===== config.mk =====
export PLATFORM = sky130hd
export DESIGN_NAME = fpcsr_load_unit
export DESIGN_NICKNAME = d
export VERILOG_FILES = /design/src/rtl/fpcsr_pkg.sv /design/src/rtl/fpcsr_enc_check.sv /design/src/rtl/fpcsr_word_reg.sv /design/src/rtl/fpcsr_pending.sv /design/src/rtl/fpcsr_load_unit.sv
export SDC_FILE = /design/constraint.sdc
export NUM_CORES = 1
export LEC_CHECK = 0
export ABC_AREA = 1
export BUFFER_PORTS_ARGS = -buffer_cell sky130_fd_sc_hd__buf_2
export CORE_ASPECT_RATIO = 1.5
export CORE_MARGIN = 5
export CORE_UTILIZATION = 30
export CTS_CLUSTER_SIZE = 25
export DETAILED_ROUTE_END_ITERATION = 8
export HOLD_SLACK_MARGIN = 0.1
export PLACE_DENSITY = 0.64
export SLEW_MARGIN = 20
export SYNTH_ARGS = -nofsm -noshare
export SYNTH_HDL_FRONTEND = slang
export SYNTH_HIERARCHICAL = 1
export SYNTH_SLANG_ARGS = --single-unit

===== constraint.sdc =====
create_clock -name clk -period 0.8 [get_ports clk]
set_input_delay 0.04 -clock clk [delete_from_list [all_inputs] [get_ports clk]]
set_output_delay 0.04 -clock clk [all_outputs]
set_load 0.005 [all_outputs]

===== src/rtl/fpcsr_pkg.sv =====
package fpcsr_pkg;

  localparam int CSR_W    = 32;
  localparam int N_EXC    = 6;
  localparam int FLAG_LSB = 0;
  localparam int MASK_LSB = 7;
  localparam int RSV_LSB  = 16;
  localparam int SPEC_W   = 4;

  localparam logic [CSR_W-1:0] CSR_RESET = 32'h0000_1F80;

  typedef enum logic [1:0] {
    FLT_NONE = 2'd0,
    FLT_UD   = 2'd1,
    FLT_GP   = 2'd2
  } fault_e;

  // An exception is exposed when its flag is set and its mask is clear.
  function automatic logic [N_EXC-1:0] exposed_vec(input logic [N_EXC-1:0] flags,
                                                   input logic [N_EXC-1:0] masks);
    return flags & ~masks;
  endfunction

endpackage


===== src/rtl/fpcsr_enc_check.sv =====
module fpcsr_enc_check
  import fpcsr_pkg::*;
#(
  parameter int SPEC_BITS = SPEC_W,
  parameter int RSV_BITS  = CSR_W - RSV_LSB
) (
  input  logic                 ld_valid,
  input  logic                 ld_vex,
  input  logic                 ld_len,
  input  logic [SPEC_BITS-1:0] ld_spec,
  input  logic [RSV_BITS-1:0]  rsv_field,
  output logic                 enc_bad,
  output logic                 rsv_bad,
  output logic                 load_ok,
  output fault_e               verdict
);

  localparam logic [SPEC_BITS-1:0] SPEC_REQUIRED = '1;

  // The encoding check comes first; the reserved check runs only on a clean encoding.
  assign enc_bad = ld_valid && ld_vex && (ld_len || (ld_spec != SPEC_REQUIRED));
  assign rsv_bad = ld_valid && !enc_bad && (|rsv_field);
  assign load_ok = ld_valid && !enc_bad && !rsv_bad;

  always_comb begin
    if (enc_bad)      verdict = FLT_UD;
    else if (rsv_bad) verdict = FLT_GP;
    else              verdict = FLT_NONE;
  end

endmodule


===== src/rtl/fpcsr_word_reg.sv =====
module fpcsr_word_reg
  import fpcsr_pkg::*;
#(
  parameter int               WIDTH     = CSR_W,
  parameter logic [WIDTH-1:0] RESET_VAL = CSR_RESET
) (
  input  logic             clk,
  input  logic             rst_n,
  input  logic             wr_en,
  input  logic [WIDTH-1:0] wr_data,
  output logic [WIDTH-1:0] word_q
);

  always_ff @(posedge clk or negedge rst_n) begin
    if (!rst_n)     word_q <= RESET_VAL;
    else if (wr_en) word_q <= wr_data;
  end

endmodule


===== src/rtl/fpcsr_pending.sv =====
module fpcsr_pending
  import fpcsr_pkg::*;
#(
  parameter int NEXC = N_EXC
) (
  input  logic            clk,
  input  logic            rst_n,
  input  logic            load_ok,
  input  logic [NEXC-1:0] new_flags,
  input  logic [NEXC-1:0] new_masks,
  input  logic            take,
  output logic            pend_q
);

  logic [NEXC-1:0] exposed;
  logic [NEXC-1:0] exposed_fn;
  logic            any_exposed;

  assign exposed_fn = exposed_vec(new_flags, new_masks);

  // One flag/mask pair per exception position.
  for (genvar k = 0; k < NEXC; k++) begin : g_pos
    assign exposed[k] = exposed_fn[k];
  end

  assign any_exposed = |exposed;

  // A successful load overrides the take input in the same cycle.
  always_ff @(posedge clk or negedge rst_n) begin
    if (!rst_n)       pend_q <= 1'b0;
    else if (load_ok) pend_q <= any_exposed;
    else if (take)    pend_q <= 1'b0;
  end

endmodule


===== src/rtl/fpcsr_load_unit.sv =====
module fpcsr_load_unit
  import fpcsr_pkg::*;
(
  input  logic             clk,
  input  logic             rst_n,
  input  logic             ld_valid,
  input  logic [CSR_W-1:0] ld_data,
  input  logic             ld_vex,
  input  logic             ld_len,
  input  logic [SPEC_W-1:0] ld_spec,
  input  logic             pend_take,
  output logic [CSR_W-1:0] csr_q,
  output logic             fault_ud,
  output logic             fault_gp,
  output logic             pend_exc
);

  localparam int RSV_BITS = CSR_W - RSV_LSB;

  // Internal events, brought out for the checker.
  logic   enc_bad;
  logic   rsv_bad;
  logic   load_ok;
  fault_e verdict;

  fpcsr_enc_check #(
    .SPEC_BITS (SPEC_W),
    .RSV_BITS  (RSV_BITS)
  ) i_check (
    .ld_valid  (ld_valid),
    .ld_vex    (ld_vex),
    .ld_len    (ld_len),
    .ld_spec   (ld_spec),
    .rsv_field (ld_data[CSR_W-1:RSV_LSB]),
    .enc_bad   (enc_bad),
    .rsv_bad   (rsv_bad),
    .load_ok   (load_ok),
    .verdict   (verdict)
  );

  fpcsr_word_reg #(
    .WIDTH     (CSR_W),
    .RESET_VAL (CSR_RESET)
  ) i_word (
    .clk     (clk),
    .rst_n   (rst_n),
    .wr_en   (load_ok),
    .wr_data (ld_data),
    .word_q  (csr_q)
  );

  fpcsr_pending #(
    .NEXC (N_EXC)
  ) i_pend (
    .clk       (clk),
    .rst_n     (rst_n),
    .load_ok   (load_ok),
    .new_flags (ld_data[FLAG_LSB +: N_EXC]),
    .new_masks (ld_data[MASK_LSB +: N_EXC]),
    .take      (pend_take),
    .pend_q    (pend_exc)
  );

  always_ff @(posedge clk or negedge rst_n) begin
    if (!rst_n) begin
      fault_ud <= 1'b0;
      fault_gp <= 1'b0;
    end else begin
      fault_ud <= (verdict == FLT_UD);
      fault_gp <= (verdict == FLT_GP);
    end
  end

endmodule


# Word level (Yosys, flattened, before mapping)
# Index checks and enable logic that the tools add are counted.
# classes
eq_ne	3
mux	4
bitwise_logic	2
reduce_logical	11
# op_table
op	count
16-bit OR reduction	1
6-bit AND	1
6-bit inverter	1
6-bit OR reduction	1
1-bit logical AND	5
2-bit two-way mux	2
4-bit inequality test, second input constant	1
2-bit by 1-bit equality test with 1-bit output, second input constant	1
2-bit equality test, second input constant	1
1-bit logical NOT	2
1-bit two-way mux	2
2-bit nonzero test	1
1-bit logical OR	1
# totals
ff_bits	35
inputBits	42
out_inout_bits	35
wordCells	24

# Depth between registers and ports, before layout
# logic_depth
depth_word	9
mapped_depth	11

# By module
# Netlist, hierarchy kept.
# modules_own_cells
module	instances	cells_per_inst	area_each_um2	seq_area_each_um2
fpcsr_word_reg	1	136	1300.0	808.3
fpcsr_enc_check	1	46	183.9	0.0
fpcsr_pending	1	22	105.1	25.0
fpcsr_load_unit	1	6	65.1	50.0

# Worst setup path after synthesis
# OpenSTA, ideal clock, no wires.
# synth_path
path_kind	input to register
start	in ld_data[31]
end	reg i_word.word_q[0]
setup_ns	0.116
arrival_time_ns	0.924
slack_ns	-0.240
cell_stages	10
path_cell_list	nor2_1 nand2_1 nor2_1 nand2_1 nor2_1 buf_6 inv_8 buf_12 nand2_2 nand2_1
# synth_via
elab_chain_len	4
# synth_rtl
element	line_no	rtl
from (decl)	fpcsr_load_unit.sv:7	input logic [CSR_W-1:0] ld_data,
16-bit OR reduction	fpcsr_enc_check.sv:22	assign rsv_bad = ld_valid && !enc_bad && (|rsv_field);
1-bit logical AND	fpcsr_enc_check.sv:22	
1-bit logical NOT	fpcsr_enc_check.sv:23	assign load_ok = ld_valid && !enc_bad && !rsv_bad;
1-bit logical AND	fpcsr_enc_check.sv:23	
via load_ok	fpcsr_load_unit.sv:23	logic load_ok;
to (signal assigned)	fpcsr_word_reg.sv:16	else if (wr_en) word_q <= wr_data;
to (decl)	fpcsr_word_reg.sv:11	output logic [WIDTH-1:0] word_q
# The timed path passes the listed nets, and every way through them passes these cells.
# A chain may end at the register's enable or synchronous reset.

# Worst setup path after layout
# layout_path
start	reg i_word.word_q[11]
end	out csr_q[11]
# layout_lines
element	line_no	rtl
to (decl)	fpcsr_load_unit.sv:12	output logic [CSR_W-1:0] csr_q,
# No word-level cell between the ends.

==> flow_summary.yaml <==
placed_design:
  place.gp.congestion: 0.732
  port_buffers: 76
  place_ws_ps: -453
  dp_hpwl_microns: 3130
  dp_cells: 359
  dpl_cell_area_sq_um: 2160
grt:
  grt.total_usage_pct: 15.5
  grt_first_pass_wirelength_microns: 8740
  grt_pass1_vias: 1881
  grt_max_degree: 36
  grt.overflow.total: 0
  antenna_found_initial: 0
synthesis:
  synth_nets: 251
  synth_warnings: 6
  synthesis.instances: 209
  avgSynthCellArea_sq_um: 7.90
  syn_area_sq_um: 1650
run_status:
  violations: "setup timing"
  outcome: "finished with violations"
setup_path:
  crit_type: "flip-flop to primary output"
  cp_top_family: "flip-flops"
  path_cells: "buf_6"
  critical_path.max_stage_delay_ps: 540
  path_buf_inv: 1
  worstPathMaxFanout: 2
  critPathRequiredTime_ps: 760
  cp_slowest_cell: "dfstp_2"
  startpoint_type: "flip-flop"
  crit_path_end_kind: "primary output"
  critPathArrivalTime_ps: 910
sta:
  skew_ps: 0
  maxSlewViolCount: 0
  finalHoldViolations: 0
  fin_ws_ps: -155
  fin_setup_tns_ps: -4540
  hold_ws_ps: 173
  finalCritPeriodShare_pct: 119
  rsz0062_at_grt: "true"
  max_freq_ghz: 1.05
  slew_headroom_pct: 86.6
  setup_viol: 66
  period_minus_slack_ps: 955
  worst_slew_pin_slew_ps: 201
floorplanning:
  die_area_sq_um: 7120
  initial_core_util_pct: 30.5
  io_pins: 77
  core_region_area_sq_um: 5410
  rows: 33
  die_w_microns: 70.6
  die_y_microns: 101
cells_and_area:
  nNetsFinal: 414
  final_cell_area_sq_um: 3290
  drive_gt1_share_pct: 51.7
  final_core_util_pct: 60.9
  fillers: 483
  syn2layout_area_growth_pct: 99.5
  instances_no_fill: 443
  diodes: 0
pwr:
  p_leak_nw: 1.88
  power.total_mw: 3.70
  p_per_area_nw_per_um2: 1120
  vdd_ir_drop_max_v: 0.000667
drt:
  via_count: 1872
  wire_per_inst_microns: 12.5
  top_layer: "met4"
  drcViolationCount: 0
  wl_microns: 5550
  drtPass1Iterations: 4
  drt.antenna.violating_nets: 0
  drt-met1-wl_microns: 1940
  met3RoutedLength_microns: 287
  drtIter0Drc: 81
  vias_per_cell: 4.23
  wl_met2_microns: 3260
clock_tree:
  htreeDepth: 2
  path_clk_slew_ps: 70
  clock-sinks: 35
  numCtsBuffers: 5
  root_buffer: "clkbuf_8"
  cts_tree: "built"
  clock_latency_ps: 270
  clock_path_buffers: 2
run:
  cap_violations: 0
min_path:
  hold_class: "input port to flip-flop"
==> flip-flops by register name, indices dropped and copies added (netlist names) <==
register,cells
i_pend/pend_q,1
fault_ud,1
i_word/word_q,32
fault_gp,1
==> worst paths after layout <==
path                                          startpoint                             to  slack [ps]  cells past startpoint
max                        i_word/word_q[11]$_DFFE_PN1P_                      csr_q[11]        -150                      1
min                                           ld_data[2]      i_pend/pend_q$_DFFE_PN0P_         170                      7
max reg2reg                 i_word/word_q[9]$_DFFE_PN1P_   i_word/word_q[9]$_DFFE_PN1P_         -60                      4
min reg2reg                i_word/word_q[27]$_DFFE_PN0P_  i_word/word_q[27]$_DFFE_PN0P_         480                      2
max in group asynchronous                          rst_n  i_word/word_q[10]$_DFFE_PN1P_         300                      3
min in group asynchronous                          rst_n  i_word/word_q[31]$_DFFE_PN0P_         250                      3
==> timing repair <==
item	CTS	global route
resized for setup	29	50
hold buffers	34	0
cloned	5	0
pin swaps	12	14
setup buffers	28	13
hold endpoints to repair	68	0
setup endpoints to repair	68	70
==> per-layer routing <==
layer / GRT usage [%] / vias to the layer above
met5: 0 / -
met4: 4.34 / 0
met3: 3.49 / 6
met2: 29.5 / 50
met1: 17.1 / 877
li1: - / 939
==> placed cells by master (no fill, tap or decap) <==
cell	count
dfrtp_1	29
o21ai_2	1
buf_12	4
buf_6	21
dfstp_2	6
nand3_2	1
buf_16	3
inv_1	19
nand2_1	89
nand3_1	1
nand2_2	24
buf_2	59
dlygate4sd3_1	34
buf_4	41
clkbuf_1	1
nor2_1	7
nor2_2	4
inv_16	2
inv_2	3
nor2_4	7
clkbuf_8	7
inv_12	1
nand2_4	9
==> layout make-up <==
type | count | area, sq um | share of cell area [%]
Timing Repair Buffer | 162 | 1340 | 40.8
Sequential cell | 35 | 883 | 26.8
Multi-Input combinational cell | 143 | 739 | 22.5
Inverter | 23 | 103 | 3.12
Clock buffer | 8 | 100 | 3.04
Tap cell | 70 | 87.6 | 2.66
Timing Repair inverter | 2 | 36.3 | 1.10
==> where the power goes <==
| part | leakage [nW] | switching, mW | total (mW) | internal (mW) |
|---|---|---|---|---|
| logic | 1.36 | 0.206 | 0.525 | 0.319 |
| registers | 0.465 | 0.00130 | 1.78 | 1.78 |
| clock network | 0.0515 | 0.612 | 1.40 | 0.786 |
==> worst min-delay path: stages <==
cell and delay [ps]:
buf_2 90, nand2_1 50, nand2_1 60, nor2_1 30, nand2_1 40, nand2_1 60
nand2_1 50
Power figures use the tool's default switching activity.
